--- src/rtl/cwdp_pkg.sv ---
// Package: shared widths, opcodes and the decoded control word.
// Assumes a fixed 16-bit instruction layout: opcode / dest / src A / src B.
package cwdp_pkg;
    parameter int DATA_W = 16;
    parameter int NREG   = 8;
    parameter int OP_W   = 7;
    localparam int SEL_W = $clog2(NREG);

    localparam logic [OP_W-1:0] OPC_MOVA = 7'b0000000;
    localparam logic [OP_W-1:0] OPC_INC  = 7'b0000001;
    localparam logic [OP_W-1:0] OPC_ADD  = 7'b0000010;
    localparam logic [OP_W-1:0] OPC_SUB  = 7'b0000101;
    localparam logic [OP_W-1:0] OPC_AND  = 7'b0001000;
    localparam logic [OP_W-1:0] OPC_OR   = 7'b0001001;
    localparam logic [OP_W-1:0] OPC_XOR  = 7'b0001010;
    localparam logic [OP_W-1:0] OPC_NOT  = 7'b0001011;
    localparam logic [OP_W-1:0] OPC_SHR  = 7'b0001101;
    localparam logic [OP_W-1:0] OPC_SHL  = 7'b0001110;
    localparam logic [OP_W-1:0] OPC_LDB  = 7'b0010000;

    typedef enum logic [2:0] {
        FS_PASS, FS_INC, FS_ADD, FS_SUB, FS_AND, FS_OR, FS_XOR, FS_INV
    } fsel_t;

    typedef struct packed {
        logic [SEL_W-1:0] asel;
        logic [SEL_W-1:0] bsel;
        logic [SEL_W-1:0] dsel;
        fsel_t            fs;
        logic             use_shift;   // function result comes from shifter
        logic             shift_left;  // shifter direction
        logic             wb_from_bus; // write-back takes data_in
        logic             load;
    } ctl_t;
endpackage

--- src/rtl/cwdp_decode.sv ---
// Decoder: turns an instruction into the control word.
// Assumes the package opcode set; any other opcode yields load = 0.
module cwdp_decode
    import cwdp_pkg::*;
(
    input  logic [DATA_W-1:0] instr,
    output ctl_t              ctl
);
    logic [OP_W-1:0] opc;
    assign opc = instr[DATA_W-1 -: OP_W];

    // Map the opcode to function, source and load fields.
    always_comb begin
        ctl             = '0;
        ctl.dsel        = instr[3*SEL_W-1 -: SEL_W];
        ctl.asel        = instr[2*SEL_W-1 -: SEL_W];
        ctl.bsel        = instr[SEL_W-1:0];
        ctl.fs          = FS_PASS;
        ctl.load        = 1'b1;
        case (opc)
            OPC_MOVA: ctl.fs = FS_PASS;
            OPC_INC:  ctl.fs = FS_INC;
            OPC_ADD:  ctl.fs = FS_ADD;
            OPC_SUB:  ctl.fs = FS_SUB;
            OPC_AND:  ctl.fs = FS_AND;
            OPC_OR:   ctl.fs = FS_OR;
            OPC_XOR:  ctl.fs = FS_XOR;
            OPC_NOT:  ctl.fs = FS_INV;
            OPC_SHR:  ctl.use_shift = 1'b1;
            OPC_SHL: begin
                ctl.use_shift  = 1'b1;
                ctl.shift_left = 1'b1;
            end
            OPC_LDB:  ctl.wb_from_bus = 1'b1;
            default:  ctl.load = 1'b0;
        endcase
    end
endmodule

--- src/rtl/cwdp_regfile.sv ---
// Register file: NREG words, two combinational reads, one clocked write.
// Assumes synchronous active-low reset clearing every word.
module cwdp_regfile #(
    parameter int DW = 16,
    parameter int N  = 8,
    localparam int AW = $clog2(N)
) (
    input  logic          clk,
    input  logic          rst_n,
    input  logic          we,
    input  logic [AW-1:0] waddr,
    input  logic [DW-1:0] wdata,
    input  logic [AW-1:0] raddr_a,
    input  logic [AW-1:0] raddr_b,
    output logic [DW-1:0] rdata_a,
    output logic [DW-1:0] rdata_b
);
    logic [DW-1:0] mem [N];

    // Clear on reset, otherwise store the write-back word when enabled.
    always_ff @(posedge clk) begin
        if (!rst_n) begin
            for (int i = 0; i < N; i++) mem[i] <= '0;
        end else if (we) begin
            mem[waddr] <= wdata;
        end
    end

    // Combinational read ports.
    assign rdata_a = mem[raddr_a];
    assign rdata_b = mem[raddr_b];

    AST_WRITE_LANDS: assert property (@(posedge clk) disable iff (!rst_n)
        we |=> (mem[$past(waddr)] == $past(wdata)));
endmodule

--- src/rtl/cwdp_fu.sv ---
// Function unit: ALU (shared adder for inc/add/sub) plus a one-bit shifter.
// Carry and overflow are only meaningful for the adder operations.
module cwdp_fu
    import cwdp_pkg::*;
#(
    parameter int DW = 16
) (
    input  logic [DW-1:0] a,
    input  logic [DW-1:0] b,
    input  fsel_t         fs,
    input  logic          use_shift,
    input  logic          shift_left,
    output logic [DW-1:0] f,
    output logic          carry,
    output logic          ovf
);
    logic [DW-1:0] y;
    logic          cin;
    logic [DW:0]   sum;
    logic [DW-1:0] alu_f;
    logic [DW-1:0] sh_f;
    logic          arith;

    // Choose the second adder operand and carry-in.
    always_comb begin
        y   = '0;
        cin = 1'b0;
        case (fs)
            FS_INC:  cin = 1'b1;
            FS_ADD:  y   = b;
            FS_SUB: begin
                y   = ~b;
                cin = 1'b1;
            end
            default: ;
        endcase
    end

    assign sum   = {1'b0, a} + {1'b0, y} + {{DW{1'b0}}, cin};
    assign arith = !use_shift && (fs == FS_INC || fs == FS_ADD || fs == FS_SUB);

    // Select the ALU output word.
    always_comb begin
        case (fs)
            FS_AND:  alu_f = a & b;
            FS_OR:   alu_f = a | b;
            FS_XOR:  alu_f = a ^ b;
            FS_INV:  alu_f = ~a;
            FS_INC, FS_ADD, FS_SUB: alu_f = sum[DW-1:0];
            default: alu_f = a;
        endcase
    end

    assign sh_f  = shift_left ? {b[DW-2:0], 1'b0} : {1'b0, b[DW-1:1]};
    assign f     = use_shift ? sh_f : alu_f;
    assign carry = arith & sum[DW];
    assign ovf   = arith & (a[DW-1] == y[DW-1]) & (sum[DW-1] != a[DW-1]);
endmodule

--- src/rtl/cwdp_top.sv ---
// Top: decoder, register file, function unit, write-back mux and flag register.
// Assumes one instruction per cycle; flags update only on writing cycles.
module cwdp_top
    import cwdp_pkg::*;
(
    input  logic              clk,
    input  logic              rst_n,
    input  logic [DATA_W-1:0] instr,
    input  logic [DATA_W-1:0] data_in,
    output logic [DATA_W-1:0] a_bus,
    output logic [DATA_W-1:0] wb_bus,
    output logic              load_en,
    output logic              flag_c,
    output logic              flag_n,
    output logic              flag_z,
    output logic              flag_v
);
    ctl_t              ctl;
    logic [DATA_W-1:0] b_bus;
    logic [DATA_W-1:0] fu_f;
    logic              fu_c;
    logic              fu_v;

    cwdp_decode u_dec (.instr(instr), .ctl(ctl));

    cwdp_regfile #(.DW(DATA_W), .N(NREG)) u_rf (
        .clk(clk), .rst_n(rst_n), .we(ctl.load), .waddr(ctl.dsel),
        .wdata(wb_bus), .raddr_a(ctl.asel), .raddr_b(ctl.bsel),
        .rdata_a(a_bus), .rdata_b(b_bus)
    );

    cwdp_fu #(.DW(DATA_W)) u_fu (
        .a(a_bus), .b(b_bus), .fs(ctl.fs), .use_shift(ctl.use_shift),
        .shift_left(ctl.shift_left), .f(fu_f), .carry(fu_c), .ovf(fu_v)
    );

    assign wb_bus  = ctl.wb_from_bus ? data_in : fu_f;
    assign load_en = ctl.load;

    // Capture status of the written value on writing cycles only.
    always_ff @(posedge clk) begin
        if (!rst_n) begin
            {flag_c, flag_n, flag_z, flag_v} <= '0;
        end else if (ctl.load) begin
            flag_c <= !ctl.wb_from_bus && fu_c;
            flag_v <= !ctl.wb_from_bus && fu_v;
            flag_n <= wb_bus[DATA_W-1];
            flag_z <= (wb_bus == '0);
        end
    end

    AST_FLAGS_HOLD: assert property (@(posedge clk) disable iff (!rst_n)
        !load_en |=> $stable({flag_c, flag_n, flag_z, flag_v}));
    AST_LOGIC_NO_CARRY: assert property (@(posedge clk) disable iff (!rst_n)
        (load_en && !ctl.use_shift && !ctl.wb_from_bus &&
         (ctl.fs == FS_AND || ctl.fs == FS_OR || ctl.fs == FS_XOR || ctl.fs == FS_INV))
        |=> (!flag_c && !flag_v));
    AST_SUB_DIFF: assert property (@(posedge clk) disable iff (!rst_n)
        (load_en && ctl.fs == FS_SUB && !ctl.use_shift && !ctl.wb_from_bus)
        |-> (wb_bus == DATA_W'(a_bus - b_bus)));
    AST_SHIFT_NO_OVERFLOW: assert property (@(posedge clk) disable iff (!rst_n)
        (load_en && ctl.use_shift) |=> (!flag_v && !flag_c));
endmodule

--- config.mk ---
export PLATFORM = sky130hd
export DESIGN_NAME = cwdp_top
export DESIGN_NICKNAME = d
export VERILOG_FILES = /design/src/rtl/cwdp_pkg.sv /design/src/rtl/cwdp_decode.sv /design/src/rtl/cwdp_regfile.sv /design/src/rtl/cwdp_fu.sv /design/src/rtl/cwdp_top.sv
export SDC_FILE = /design/constraint.sdc
export NUM_CORES = 1
export LEC_CHECK = 0
export ABC_AREA = 0
export BUFFER_PORTS_ARGS = -buffer_cell sky130_fd_sc_hd__buf_2
export CORE_UTILIZATION = 65
export DETAILED_ROUTE_END_ITERATION = 16
export PLACE_DENSITY = 0.85
export SKIP_LAST_GASP = 1
export SYNTH_ARGS = -nofsm -noshare
export SYNTH_HDL_FRONTEND = slang
export SYNTH_SLANG_ARGS = --single-unit
--- constraint.sdc ---
create_clock -name clk -period 12.5 [get_ports clk]
set_input_delay 2.5 -clock clk [delete_from_list [all_inputs] [get_ports clk]]
set_output_delay 2.5 -clock clk [all_outputs]
set_load 0.1 [all_outputs]
==> metrics, run 1 <==
initial core utilization 67.8%; r2r setup slk 7.63 ns; postcts setup bufs 0; gp weighted congestion 0.978; Gate power share 25.1%; nets 1022; maximum capacitance violations 0; Max transition margin 16.9%; switch share 33.6%; CTS tree yes; most area-hungry cell type in the Yosys netlist edfxtp_1; maximum vdd drop 0.159 mV; most common cell in the netlist nor2_1; Worst Setup Path Type in2out; Arr. time, crit path 7.69 ns; Yosys reg bits 132; top area cells in the synthesized netlist edfxtp_1, mux4_2, mux2i_1, nor2_1, ha_1; PostCTS Resize Cnt 0; Max Slew Vio Count 0; DIE WIDTH 123 um; Seq/Total Area, Yosys 41.0%; H-tree depth 4; Worst EP required 10.00 ns; Starting DRT DRC Count 1316; Hold Crit Class reg2reg; diode count 0; Ys Warns 0; initial antenna violation count 0; GRT Total Usage 40.1%; grt ovf 0; Avg Inst Size Synth 10.6 um2; Netlist cell types 85; crit path capture type output pin; Int Power 0.877 mW; row count 43; vias in the first global route 7704; Hold Slack 0.475 ns; unrepaired setup endpoints after global routing false; Die Ht 123 um; P_sw 0.444 mW; Port Buffer Count 70; first-pass GRT wire length 43.9 mm; Metal-1 WL 10.9 mm; Power Dens Cells 126 nW/um2; Slowest Stage Delay on Critical Path 0.84 ns; Flop pwr share 38.7%; final WL 29.2 mm; fin crit share 81.5%; Critical Path Fanout Max 24; commonest cells in the synthesized netlist nor2_1, edfxtp_1, mux2i_1; number of flops mapped to enable cells by yosys 128; CP Launch Type primary input; drt via density 7.16; total CTS buffers 17; syn_nets 984; top_reg_cell synth edfxtp_1; Routed WL per cell 25.8 um; crit path cell chain buf_2 -> nor2b_1 -> a22oi_1 -> o21ai_1 -> mux2i_1 -> fa_1 -> a21oi_1 -> o211ai_1 -> o41ai_2 -> or4_1 -> o311ai_1 -> a211oi_1 -> xnor2_1 -> a211o_1 -> o21ai_1 -> buf_4 -> inv_1 -> buf_2; Die ar. 15200 um2; area delta synth->final 9.34%; Synth top area share 40.2%; clock sink count 132; Setup Skew 0.00879 ns; final setup violation count 0; Slew @ Worst Pin 1.24 ns; Root Buffer clkbuf_16; core area 14100 um2; Sum Neg Setup Slack 0 ns; Final ANT Viol Nets 0; largest net degree at the start of global routing 41; status complete, no violations; Static Leak 4.41 nW; layout cells sized above 1 18.8%; fmax 98.2 MHz; wire length on met3 3.81 mm; Post-Syn Area 9560 um2; clk buf depth 2; Final Critical Period 10.19 ns; met2 wire length 13.6 mm; total number of vias 8103; CP max-delay cell nor2b_1; IO Count 71; hold buffers post-CTS 0; Syn Inst Count 901; hpwl dp 19.1 mm; drt first pass iters 6; FFs w/ async S/R, synth 0%; highest metal used met4; fill cell count 980; DRC viols 0; CTS clk-pin slew, worst paths 0.06 ns; clock power share 36.3%; Clk Latency, worst-skew pair 0.42 ns; Final Hold Viols 0
==> routing by layer <==
metal | vias up | global-route usage, %
met3 | 96 | 10.5
met5 | - | 0
met2 | 730 | 63.5
met4 | 0 | 18.4
met1 | 3841 | 52.0
li1 | 3436 | -
==> flip-flops by register name, summed over array words and instances, names as in the netlist <==
register  cells
flag_c        1
u_rf.mem    128
flag_v        1
flag_n        1
flag_z        1
==> logic make-up after synthesis <==
group | synth area share [%]
adder cells (fa/ha/maj) | 6.57
buffers and inverters | 5.73
multiplexers | 18.1
flip-flops | 41.0
XOR/XNOR | 0.916
AO/OA/AOI/OAI | 14.3
AND/OR/NAND/NOR | 13.3
==> worst max-delay path, delay by kind of cell <==
kind / cells / cell delay, ns
XOR/XNOR: 1 / 0.16
AO/OA/AOI/OAI: 9 / 2.02
adder cells (fa/ha/maj): 1 / 0.46
AND/OR/NAND/NOR: 2 / 1.05
multiplexers: 1 / 0.15
buffers and inverters: 4 / 1.30
==> worst paths after layout <==
path	startpoint	to	depth (start not counted)
setup / recovery	instr[1]	wb_bus[13]	18
setup reg to reg	u_rf.mem[7][0]	flag_z	15
hold / removal	flag_c	flag_c	2
hold reg to reg	flag_c	flag_c	2
==> area by class of cell <==
class / instances / area, um2 / area share, %
Tap cell: 180 / 225 / 2.15
Clock buffer: 17 / 425 / 4.07
Multi-Input combinational cell: 648 / 5090 / 48.7
Clock inverter: 15 / 141 / 1.35
Sequential cell: 132 / 3920 / 37.5
Inverter: 61 / 231 / 2.21
Timing Repair Buffer: 79 / 418 / 4.00
==> layout by cell type (no fill, tap or decap), drive strengths merged, types with 16 or more instances in the layout <==
cell	Yosys	routed
a211oi	16	16
mux2i	67	67
clkbuf	23	17
buf	37	79
a22oi	18	18
inv	60	60
ha	47	47
a21oi	37	37
edfxtp	128	128
mux4	43	43
nand2	51	51
nor2	168	168
o21ai	42	42
==> stage by stage <==
step	util, %	total power, mW	area, um2	setup slack, ns	std cells
floorplan	-	0.766	9560	1.47	901
finish	74.2	1.32	10500	2.31	1132
CTS	74.2	1.31	10500	2.38	1132
global route	74.2	1.35	10500	2.07	1132
detailed placement	70.1	0.840	9890	2.40	1100
global placement	70.1	0.834	9890	2.54	1100
==> power groups by stage <==
stage	clock network (mW)	registers, mW	logic [mW]
floorplan	0	0.515	0.251
global placement	0	0.516	0.318
detailed placement	0	0.518	0.322
CTS	0.474	0.510	0.324
global route	0.493	0.511	0.348
finish	0.479	0.511	0.331
Power figures use the tool's default switching activity.
==> inputs of run 2 (changes only) <==
Settings changed: CORE_UTILIZATION 65 to 56, PLACE_DENSITY 0.85 to 0.78.
Clock period 12.5 ns to 8.5 ns, I/O delays scaled along.
==> metrics, run 2 (same netlist as run 1, synthesis figures left out) <==
initial core utilization 57.4%; Max Slew Vio Count 0; max reg flops 128; HP Start flag_c; clk buf depth 2; PostCTS Resize Cnt 0; Hold Slack 0.462 ns; crit path capture type output pin; total CTS buffers 17; largest net degree at the start of global routing 35; drt via density 6.73; nets 1052; IO Count 71; DIE WIDTH 133 um; postcts setup bufs 0; drt first pass iters 6; hold buffers post-CTS 0; met2 wire length 13.7 mm; CTS clk-pin slew, worst paths 0.06 ns; hpwl dp 19.5 mm; maximum vdd drop 0.170 mV; Routed WL per cell 24.2 um; Die Ht 133 um; unrepaired setup endpoints after global routing false; final setup violation count 0; Power Dens Cells 190 nW/um2; status complete, no violations; Worst EP required 6.80 ns; gp weighted congestion 0.970; GRT Total Usage 33.9%; Biggest register u_rf.mem; initial antenna violation count 0; most frequent cells in the layout nor2_1, edfxtp_1, buf_2, mux2i_1, inv_1; Max transition margin 28.7%; CTS tree yes; Root Buffer clkbuf_16; Critical Path Fanout Max 9; Metal-1 WL 11.0 mm; area delta synth->final 13.6%; vias in the first global route 7781; Worst Setup Path Type in2out; row count 47; DRC viols 0; CP startpoint instr[1]; Setup Skew 0.00684 ns; first-pass GRT wire length 44.2 mm; total number of vias 8088; final WL 29.1 mm; commonest non-fill, non-tap cell in the layout nor2_1; Final Hold Viols 0; Static Leak 4.61 nW; clock sink count 132; grt ovf 0; wire length on met3 3.35 mm; fill cell count 1255; worst r2r src u_rf.mem[7][0]; CP Launch Type primary input; Die ar. 17600 um2; maximum capacitance violations 0; Arr. time, crit path 6.24 ns; Hold Crit Class reg2reg; Slew @ Worst Pin 1.07 ns; diode count 0; highest metal used met4; core area 16600 um2; Final ANT Viol Nets 0; fin crit share 93.5%; Clk Latency, worst-skew pair 0.43 ns; Final Critical Period 7.94 ns; fmax 126 MHz; layout cells sized above 1 21.4%; Port Buffer Count 70; Starting DRT DRC Count 949; Sum Neg Setup Slack 0 ns; H-tree depth 4
-- run 2: cell count changes in the layout (fill, tap and decap cells not counted), moves of 3 or more --
cell,change
clkbuf_8,+3
buf_12,+3
buf_4,+29
bufinv_16,+3
clkinv_4,-3
-- run 2: per-layer routing --
metal  global-route usage [%]  vias up
met4                     16.8        0
li1                         -     3507
met2                     55.1      607
met1                     43.3     3881
met3                     6.90       93
met5                        0        -
-- run 2: final timing paths --
check             depth (start not counted)          to  slack [ns]
hold reg to reg                           2      flag_c        0.46
hold / removal                            2      flag_c        0.46
setup / recovery                         18  wb_bus[15]        0.56
setup reg to reg                         15      flag_z        3.82
-- run 2: power breakdown --
part | leakage [nW] | total [mW] | switching, mW | internal, mW
sequential | 1.35 | 0.750 | 0.0134 | 0.737
clock | 0.320 | 0.814 | 0.273 | 0.541
combinational | 2.94 | 0.499 | 0.359 | 0.139
-- run 2: worst max-delay path, stage by stage --
cell and delay [ns]:
buf_2 0.25, buf_4 0.25, mux4_2 0.52, mux2i_1 0.30, inv_1 0.14, mux2i_1 0.14
ha_1 0.36, nand3_1 0.09, o211ai_1 0.29, o41ai_2 0.09, buf_4 0.16, or4_1 0.46
o311ai_1 0.15, o221ai_1 0.28, xnor2_1 0.18, a22oi_1 0.47, inv_1 0.10, buf_2 0.31
-- run 2: cell type report --
type | instances | area, um2 | share of cell area (%)
tap | 220 | 275 | 2.53
inverter | 61 | 231 | 2.13
timing repair buffer | 109 | 686 | 6.31
sequential | 132 | 3920 | 36.1
multi-input combinational | 648 | 5090 | 46.9
clock inverter | 10 | 178 | 1.64
clock buffer | 22 | 474 | 4.37
-- run 2: stage by stage --
step	power [mW]	utilization (%)	instances	setup slack, ns	instance area (um2)
final	2.06	65.3	1202	0.557	10900
after global routing	2.11	65.3	1202	0.323	10900
after CTS	2.05	65.3	1202	0.675	10900
after detailed placement	1.25	61.4	1170	0.695	10200
after global placement	1.24	61.4	1170	0.770	10200
after floorplan	1.13	-	901	0.269	9570
